$ cat config.mk
export PLATFORM = sky130hd
export DESIGN_NAME = micro_step_cpu
export DESIGN_NICKNAME = d
export VERILOG_FILES = /design/src/rtl/cpu_mseq_pkg.sv /design/src/rtl/cpu_phase_seq.sv /design/src/rtl/cpu_uop_decode.sv /design/src/rtl/cpu_datapath.sv /design/src/rtl/micro_step_cpu.sv
export SDC_FILE = /design/constraint.sdc
export NUM_CORES = 1
export LEC_CHECK = 0
export BUFFER_PORTS_ARGS = -buffer_cell sky130_fd_sc_hd__buf_2
export CAP_MARGIN = 20
export CORE_MARGIN = 2
export CORE_UTILIZATION = 45
export DETAILED_ROUTE_END_ITERATION = 8
export PLACE_DENSITY = 0.81
export SLEW_MARGIN = 20
export SYNTH_ARGS = -nofsm -noshare
export SYNTH_HDL_FRONTEND = slang
export SYNTH_SLANG_ARGS = --single-unit
$ cat constraint.sdc
create_clock -name clk -period 2.2 [get_ports clk]
set_clock_uncertainty 0.15 [all_clocks]
set_input_delay 0.44 -clock clk [delete_from_list [all_inputs] [get_ports clk]]
set_output_delay 0.44 -clock clk [all_outputs]
set_load 0.01 [all_outputs]
$ cat src/rtl/cpu_mseq_pkg.sv
// Package: shared types for the micro-step processor.
// It defines the phase code encoding, the selector encodings for each register source,
// the datapath control word and the opcode values.
// Assumes the instruction word layout is: indirect flag in the MSB, then the opcode field, then the address field.
package cpu_mseq_pkg;

    localparam int OP_W   = 3;
    localparam int STEP_W = 2;

    typedef enum logic [1:0] {
        CYC_FETCH = 2'b00,
        CYC_INDIR = 2'b01,
        CYC_EXEC  = 2'b10,
        CYC_INTR  = 2'b11
    } cyc_e;

    typedef enum logic [1:0] {
        MAR_KEEP,
        MAR_FROM_PC,
        MAR_FROM_IR,
        MAR_CLEAR
    } mar_src_e;

    typedef enum logic [1:0] {
        MBR_KEEP,
        MBR_FROM_MEM,
        MBR_PLUS1,
        MBR_FROM_PC
    } mbr_src_e;

    typedef enum logic [1:0] {
        PC_KEEP,
        PC_STEP,
        PC_FROM_IR,
        PC_VECTOR
    } pc_op_e;

    typedef struct packed {
        mar_src_e mar_src;
        mbr_src_e mbr_src;
        pc_op_e   pc_op;
        logic     ir_load;
        logic     ir_addr_load;
        logic     acc_add;
        logic     skip_if_zero;
        logic     ie_clear;
    } dp_ctrl_t;

    localparam logic [OP_W-1:0] OPC_ADD = 3'd1;
    localparam logic [OP_W-1:0] OPC_ISZ = 3'd2;
    localparam logic [OP_W-1:0] OPC_BSA = 3'd3;

endpackage

$ cat src/rtl/cpu_phase_seq.sv
// Module: phase sequencer.
// It holds the two-bit phase code and the step counter inside the current phase.
// Assumes the decoder raises 'last' in the final step of every sequence and gives the next phase with it.
module cpu_phase_seq
    import cpu_mseq_pkg::*;
(
    input  logic              clk,
    input  logic              rst_n,
    input  logic              last,
    input  cyc_e              next_cyc,
    output cyc_e              cyc,
    output logic [STEP_W-1:0] step
);

    // Advance the step each clock; move to the next phase after a final step.
    always_ff @(posedge clk) begin
        if (!rst_n) begin
            cyc  <= CYC_FETCH;
            step <= '0;
        end else if (last) begin
            cyc  <= next_cyc;
            step <= '0;
        end else begin
            step <= step + 1'b1;
        end
    end

    // Fetch, indirect and interrupt never exceed three steps.
    assert_step_limit_R2: assert property (@(posedge clk) disable iff (!rst_n)
        (cyc != CYC_EXEC) |-> (step <= 2'd2));

    // Indirect always hands over to execute.
    assert_indir_exit_R3: assert property (@(posedge clk) disable iff (!rst_n)
        ($past(cyc) == CYC_INDIR && cyc != CYC_INDIR) |-> (cyc == CYC_EXEC));

    // Interrupt always returns to fetch.
    assert_intr_exit_R9: assert property (@(posedge clk) disable iff (!rst_n)
        ($past(cyc) == CYC_INTR && cyc != CYC_INTR) |-> (cyc == CYC_FETCH));

endmodule

$ cat src/rtl/cpu_uop_decode.sv
// Module: micro-operation decoder.
// It maps (phase, step, opcode) to the register transfers for the current clock.
// Assumes MBR holds the fetched word during the final fetch step, so the indirect flag is read from MBR.
module cpu_uop_decode
    import cpu_mseq_pkg::*;
(
    input  cyc_e              cyc,
    input  logic [STEP_W-1:0] step,
    input  logic [OP_W-1:0]   opcode,
    input  logic              mbr_msb,
    input  logic              irq_take,
    output dp_ctrl_t          dp,
    output logic              mem_wr,
    output logic              last,
    output cyc_e              next_cyc
);

    cyc_e exec_exit;

    // Choose the phase that follows an execute sequence.
    always_comb exec_exit = irq_take ? CYC_INTR : CYC_FETCH;

    // Produce the transfer set for one step.
    always_comb begin
        dp       = '0;
        mem_wr   = 1'b0;
        last     = 1'b0;
        next_cyc = cyc;
        case (cyc)
            CYC_FETCH: begin
                case (step)
                    2'd0: dp.mar_src = MAR_FROM_PC;
                    2'd1: begin
                        dp.mbr_src = MBR_FROM_MEM;
                        dp.pc_op   = PC_STEP;
                    end
                    default: begin
                        dp.ir_load = 1'b1;
                        last       = 1'b1;
                        next_cyc   = mbr_msb ? CYC_INDIR : CYC_EXEC;
                    end
                endcase
            end
            CYC_INDIR: begin
                case (step)
                    2'd0: dp.mar_src = MAR_FROM_IR;
                    2'd1: dp.mbr_src = MBR_FROM_MEM;
                    default: begin
                        dp.ir_addr_load = 1'b1;
                        last            = 1'b1;
                        next_cyc        = CYC_EXEC;
                    end
                endcase
            end
            CYC_EXEC: begin
                case (opcode)
                    OPC_ADD: begin
                        case (step)
                            2'd0: dp.mar_src = MAR_FROM_IR;
                            2'd1: dp.mbr_src = MBR_FROM_MEM;
                            default: begin
                                dp.acc_add = 1'b1;
                                last       = 1'b1;
                                next_cyc   = exec_exit;
                            end
                        endcase
                    end
                    OPC_ISZ: begin
                        case (step)
                            2'd0: dp.mar_src = MAR_FROM_IR;
                            2'd1: dp.mbr_src = MBR_FROM_MEM;
                            2'd2: dp.mbr_src = MBR_PLUS1;
                            default: begin
                                mem_wr          = 1'b1;
                                dp.skip_if_zero = 1'b1;
                                last            = 1'b1;
                                next_cyc        = exec_exit;
                            end
                        endcase
                    end
                    OPC_BSA: begin
                        case (step)
                            2'd0: begin
                                dp.mar_src = MAR_FROM_IR;
                                dp.mbr_src = MBR_FROM_PC;
                            end
                            2'd1: begin
                                dp.pc_op = PC_FROM_IR;
                                mem_wr   = 1'b1;
                            end
                            default: begin
                                dp.pc_op = PC_STEP;
                                last     = 1'b1;
                                next_cyc = exec_exit;
                            end
                        endcase
                    end
                    default: begin
                        last     = 1'b1;
                        next_cyc = exec_exit;
                    end
                endcase
            end
            CYC_INTR: begin
                case (step)
                    2'd0: begin
                        dp.mar_src = MAR_CLEAR;
                        dp.mbr_src = MBR_FROM_PC;
                    end
                    default: begin
                        mem_wr      = 1'b1;
                        dp.pc_op    = PC_VECTOR;
                        dp.ie_clear = 1'b1;
                        last        = 1'b1;
                        next_cyc    = CYC_FETCH;
                    end
                endcase
            end
            default: begin
                last     = 1'b1;
                next_cyc = CYC_FETCH;
            end
        endcase
    end

endmodule

$ cat src/rtl/cpu_datapath.sv
// Module: register datapath.
// It holds PC, IR, MAR, MBR, the accumulator and the interrupt enable, and applies one control word per clock.
// Assumes mem_rdata is valid for the word at MAR in the same clock (combinational read).
module cpu_datapath
    import cpu_mseq_pkg::*;
#(
    parameter int WORD_W = 16,
    parameter int ADDR_W = 12
) (
    input  logic              clk,
    input  logic              rst_n,
    input  dp_ctrl_t          dp,
    input  logic [WORD_W-1:0] mem_rdata,
    output logic [ADDR_W-1:0] mar,
    output logic [WORD_W-1:0] mbr,
    output logic [ADDR_W-1:0] pc,
    output logic [WORD_W-1:0] acc,
    output logic [OP_W-1:0]   ir_op,
    output logic              ir_ind,
    output logic              ie
);

    localparam int PAD_W = WORD_W - ADDR_W;

    logic [WORD_W-1:0] ir;
    logic              mbr_zero;

    always_comb mbr_zero = (mbr == '0);
    always_comb ir_op    = ir[WORD_W-2 -: OP_W];
    always_comb ir_ind   = ir[WORD_W-1];

    // Load the memory address register.
    always_ff @(posedge clk) begin
        if (!rst_n) begin
            mar <= '0;
        end else begin
            case (dp.mar_src)
                MAR_FROM_PC: mar <= pc;
                MAR_FROM_IR: mar <= ir[ADDR_W-1:0];
                MAR_CLEAR:   mar <= '0;
                default:     mar <= mar;
            endcase
        end
    end

    // Load the memory buffer register.
    always_ff @(posedge clk) begin
        if (!rst_n) begin
            mbr <= '0;
        end else begin
            case (dp.mbr_src)
                MBR_FROM_MEM: mbr <= mem_rdata;
                MBR_PLUS1:    mbr <= mbr + 1'b1;
                MBR_FROM_PC:  mbr <= {{PAD_W{1'b0}}, pc};
                default:      mbr <= mbr;
            endcase
        end
    end

    // Update the program counter, including the ISZ conditional skip.
    always_ff @(posedge clk) begin
        if (!rst_n) begin
            pc <= '0;
        end else begin
            case (dp.pc_op)
                PC_STEP:    pc <= pc + 1'b1;
                PC_FROM_IR: pc <= ir[ADDR_W-1:0];
                PC_VECTOR:  pc <= ADDR_W'(1);
                default:    pc <= (dp.skip_if_zero && mbr_zero) ? pc + 1'b1 : pc;
            endcase
        end
    end

    // Load the whole instruction register, or only its address field.
    always_ff @(posedge clk) begin
        if (!rst_n) begin
            ir <= '0;
        end else if (dp.ir_load) begin
            ir <= mbr;
        end else if (dp.ir_addr_load) begin
            ir[ADDR_W-1:0] <= mbr[ADDR_W-1:0];
        end
    end

    // Add the buffer register into the accumulator.
    always_ff @(posedge clk) begin
        if (!rst_n) begin
            acc <= '0;
        end else if (dp.acc_add) begin
            acc <= acc + mbr;
        end
    end

    // Interrupt enable: set at reset, cleared when an interrupt is entered.
    always_ff @(posedge clk) begin
        if (!rst_n) begin
            ie <= 1'b1;
        end else if (dp.ie_clear) begin
            ie <= 1'b0;
        end
    end

    // The accumulator changes only in the ADD final step.
    assert_acc_hold_R4: assert property (@(posedge clk) disable iff (!rst_n)
        !dp.acc_add |=> (acc == $past(acc)));

    // Once disabled, interrupts stay disabled until reset.
    assert_ie_sticky_R10: assert property (@(posedge clk) disable iff (!rst_n)
        !ie |=> !ie);

endmodule

$ cat src/rtl/micro_step_cpu.sv
// Module: top of the micro-step processor.
// It connects the phase sequencer, the micro-operation decoder and the register datapath to the memory port.
// Assumes a word memory with a clocked write and a same-cycle read at mem_addr.
module micro_step_cpu
    import cpu_mseq_pkg::*;
#(
    parameter  int WORD_W = 16,
    localparam int ADDR_W = WORD_W - 1 - OP_W
) (
    input  logic              clk,
    input  logic              rst_n,
    input  logic              irq,
    input  logic [WORD_W-1:0] mem_rdata,
    output logic [ADDR_W-1:0] mem_addr,
    output logic [WORD_W-1:0] mem_wdata,
    output logic              mem_we,
    output logic [1:0]        cyc_code,
    output logic [ADDR_W-1:0] pc_o,
    output logic [WORD_W-1:0] acc_o
);

    cyc_e              cyc;
    cyc_e              next_cyc;
    logic [STEP_W-1:0] step;
    logic              last;
    logic              mem_wr;
    dp_ctrl_t          dp;
    logic [ADDR_W-1:0] mar;
    logic [WORD_W-1:0] mbr;
    logic [ADDR_W-1:0] pc;
    logic [WORD_W-1:0] acc;
    logic [OP_W-1:0]   ir_op;
    logic              ir_ind;
    logic              ie;
    logic              irq_take;

    always_comb irq_take = irq && ie;

    cpu_phase_seq u_seq (
        .clk      (clk),
        .rst_n    (rst_n),
        .last     (last),
        .next_cyc (next_cyc),
        .cyc      (cyc),
        .step     (step)
    );

    cpu_uop_decode u_dec (
        .cyc      (cyc),
        .step     (step),
        .opcode   (ir_op),
        .mbr_msb  (mbr[WORD_W-1]),
        .irq_take (irq_take),
        .dp       (dp),
        .mem_wr   (mem_wr),
        .last     (last),
        .next_cyc (next_cyc)
    );

    cpu_datapath #(
        .WORD_W (WORD_W),
        .ADDR_W (ADDR_W)
    ) u_dp (
        .clk       (clk),
        .rst_n     (rst_n),
        .dp        (dp),
        .mem_rdata (mem_rdata),
        .mar       (mar),
        .mbr       (mbr),
        .pc        (pc),
        .acc       (acc),
        .ir_op     (ir_op),
        .ir_ind    (ir_ind),
        .ie        (ie)
    );

    // Drive the memory and observation ports.
    always_comb begin
        mem_addr  = mar;
        mem_wdata = mbr;
        mem_we    = mem_wr;
        cyc_code  = cyc;
        pc_o      = pc;
        acc_o     = acc;
    end

    // Writes happen only in execute or interrupt.
    assert_we_phase_R11: assert property (@(posedge clk) disable iff (!rst_n)
        mem_we |-> (cyc == CYC_EXEC || cyc == CYC_INTR));

    // After fetch, the route follows the indirect flag of the loaded instruction.
    assert_fetch_route_R2: assert property (@(posedge clk) disable iff (!rst_n)
        (cyc == CYC_FETCH && step == 2'd2) |=> (cyc == (ir_ind ? CYC_INDIR : CYC_EXEC)));

    // A BSA write stores the current program counter as the return address.
    assert_bsa_retaddr_R7: assert property (@(posedge clk) disable iff (!rst_n)
        (mem_we && cyc == CYC_EXEC && ir_op == OPC_BSA) |-> (mem_wdata[ADDR_W-1:0] == pc));

    // A zero ISZ write-back advances the program counter by one in the same clock.
    assert_isz_skip_R6: assert property (@(posedge clk) disable iff (!rst_n)
        (mem_we && cyc == CYC_EXEC && ir_op == OPC_ISZ && mem_wdata == '0)
            |=> (pc_o == $past(pc_o) + 1'b1));

    // Leaving interrupt lands on the vector with interrupts disabled.
    assert_intr_vector_R9: assert property (@(posedge clk) disable iff (!rst_n)
        ($past(cyc) == CYC_INTR && cyc == CYC_FETCH) |-> (pc == ADDR_W'(1) && !ie));

endmodule

==> flow_summary_export.csv <==
group,metric,value,unit
hold_path,hold_class,"input port to flop",
layout,fin_util,64.9,%
floorplanning,num_rows,36,
place,dpl_cell_area,0.00565,mm^2
clock_tree,numCtsBuffers,9,
drt,drt-wirelength-per-cell,18.2,um
synth,synth_top_area_cell,"dfxtp_1",
outcome,status,"finished with violations",
place,dp_hpwl,10.8,mm
pwr,max-vdd-ir-drop,540,uV
sta,min_period,2300,ps
floorplanning,die_area,0.0110,mm^2
pwr,seq_power_share,28.2,%
synth,seq_area_frac_synth,33.1,%
sta,fin_ws,-101,ps
global_route,grt_pass1_vias,4929,
global_route,grt_max_degree,46,
floorplanning,io_pins,78,
clock_tree,htreeDepth,3,
job,max_cap_viol_count,0,
layout,area_delta_synth_final,39.1,%
sta,fmax,435,MHz
sta,tightest_slew,457,ps
place,place.gp.congestion,0.960,
worst_setup_path,path_class,"flop to output pin",
drt,vias,5244,
clock_tree,clkTransAtPathRegs,90,ps
synth,synth_area_leaders,"dfxtp_1, nand2_1, ha_1, a21oi_1, nor2_1",
global_route,antenna_found_initial,0,
pwr,power.switching,2840,uW
clock_tree,cts_root_buf,"clkbuf_8",
pwr,pwr-share-comb,52.0,%
layout,final_nets,771,
global_route,grt_pass1_wl,24.3,mm
synth,syn_nets,628,
sta,finalSetupViolCount,5,
drt,wirelength,15.7,mm
synth,yosysMostFrequentCell,"nand2_1",
place,place_ws,-157,ps
pwr,p_total,6860,uW
worst_setup_path,cp-end-kind,"output pin",
synth,synth.top_cell.area_share,33.1,%
sta,relSlewSlack,69.5,%
drt,vias_per_cell,6.06,
sta,period_share,105,%
worst_setup_path,crit_path_start_kind,"flop",
pwr,clockPowerShare,19.8,%
worst_setup_path,cp.arrival,1710,ps
synth,synthesis.area,0.00460,mm^2
worst_setup_path,path_max_fanout,5,
sta,drv_slew,0,
sta,rsz0062_at_grt,"true",
pwr,power.share.switching,41.4,%
synth,ys_async_sr_fraction,0,%
worst_setup_path,crit_chain,"inv_4 > ha_4 > nand4_1 > a21oi_2 > buf_4 > nand2b_4 > buf_6",
clock_tree,clk_latency,370,ps
synth,ys_types,71,
worst_setup_path,slowest_delay,370,ps
layout,n_antenna_cell,0,
floorplanning,die_w,105,um
synth,synthFlopType,"dfxtp_1",
floorplanning,initial_core_util,46.6,%
worst_setup_path,crit_required,1610,ps
synth,ys_ff_latch,76,
synth,syn_area_per_cell,7.88,um^2
clock_tree,cts_max_path_buffers,2,
layout,drive_gt1_share,38.1,%
floorplanning,core,0.00986,mm^2
synth,synth_edf_count,0,
floorplanning,die_h,105,um
pwr,powerDensity,1070,mW/mm^2
drt,drtPass1Iterations,7,
global_route,globalRouteOverflowTotal,0,
pwr,p_leak,0.00269,uW
layout,final_area,0.00640,mm^2
place,io_buffer_count,77,
drt,drtAntennaViolNets,0,
synth,syn_inst,584,
global_route,track_usage,27.2,%
synth,synth_commonest_cells,"nand2_1, dfxtp_1, nor2_1, a21oi_1, o21ai_0",
drt,drc,0,
pwr,p_int,4020,uW
synth,ys_warn_count,0,
clock_tree,cts_sinks,76,
worst_setup_path,cp_slowest_cell,"dfxtp_4",
clock_tree,cts_tree,"built",
outcome,failed_checks,"setup timing",
sta,hold_viol_final,0,
drt,drtIter0Drc,452,
## registers in the layout (all words and copies together), names as in the netlist
register	flops
u_dp.mbr	16
u_dp.pc	12
u_dp.acc	16
u_dp.ir	15
u_dp.ie	1
u_seq.step	2
u_dp.mar	12
u_seq.cyc	2
## through the flow
stage | hold slack [ps] | TNS, ps | cells
2_1_floorplan | 292 | -11.3 | 584
3_3_place_gp | 306 | -303 | 839
3_5_place_dp | 310 | -1920 | 839
4_1_cts | 175 | -107 | 860
5_1_grt | 191 | -1330 | 865
6_report | 180 | -177 | 865
## worst paths after layout
| kind | from | end | slack, ps | depth (start not counted) |
|---|---|---|---|---|
| worst max register to register | u_seq.step[0] | u_dp.pc[8] | -40 | 11 |
| worst max-delay path | u_seq.step[1] | mem_we | -100 | 7 |
| worst min-delay path | mem_rdata[12] | u_dp.mbr[12] | 180 | 3 |
| worst min register to register | u_dp.acc[15] | u_dp.acc[15] | 320 | 2 |
## placed cells by master (no fill, tap or decap), types with 7 or more instances in the layout
master	synthesis	layout
nand2_1	82	80
o21ai_0	35	24
and3_1	11	10
nor3_1	11	9
buf_6	1	7
dfxtp_2	0	11
xnor2_1	16	15
o21ai_1	2	7
o21a_1	8	8
buf_4	4	83
nor2_1	62	60
inv_1	15	8
a21oi_1	53	49
dfxtp_1	76	62
buf_2	9	76
nand4_1	11	11
ha_4	0	9
a31oi_1	7	7
clkbuf_8	1	10
a222oi_1	12	12
ha_1	24	13
nand3_1	17	16
a311oi_1	8	7
## cells by family after synthesis
group	Yosys count	synth area share, %
simple gates	233	23.8
compound gates	167	24.6
flops	76	33.1
buf+inv	53	5.28
fa+ha+maj	25	6.96
xor+xnor	22	4.19
mux	8	2.07
## repair_timing
| item | CTS | global route |
|---|---|---|
| setup endpoints to repair | 30 | 32 |
| hold buffers | 0 | 0 |
| resized for setup | 29 | 69 |
| pin swaps | 17 | 30 |
| buffers inserted | 5 | 5 |
## per-layer routing
| layer | GRT usage, % | vias to the layer above | wire length [um] |
|---|---|---|---|
| met5 | 0 | - | 0 |
| met4 | 13.0 | 0 | 579 |
| met3 | 4.55 | 51 | 1220 |
| met2 | 45.7 | 274 | 7610 |
| met1 | 33.8 | 2506 | 6340 |
| li1 | - | 2413 | - |
## power groups by stage
stage	clock [uW]	sequential (uW)	combinational, uW
after floorplan	0	2020	1610
after global placement	0	1910	2920
after detailed placement	0	1910	2990
after CTS	1360	1890	3130
after global routing	1410	1960	3840
final	1360	1940	3570
## final cells by class
class	count	area (um^2)
clock inverters	6	111
flip-flops and latches	76	1550
repair buffers	169	1140
inverters	16	65.1
multi-input cells	455	3230
fillers	773	3470
clock buffers	10	138
well taps	133	166
## critical path, delay by kind of cell (launching register included)
kind	cells	cell delay [ps]
buf+inv	3	320
fa+ha+maj	1	170
flops	1	370
compound gates	1	230
simple gates	2	240
No activity file was read; power rests on OpenSTA's default activity.
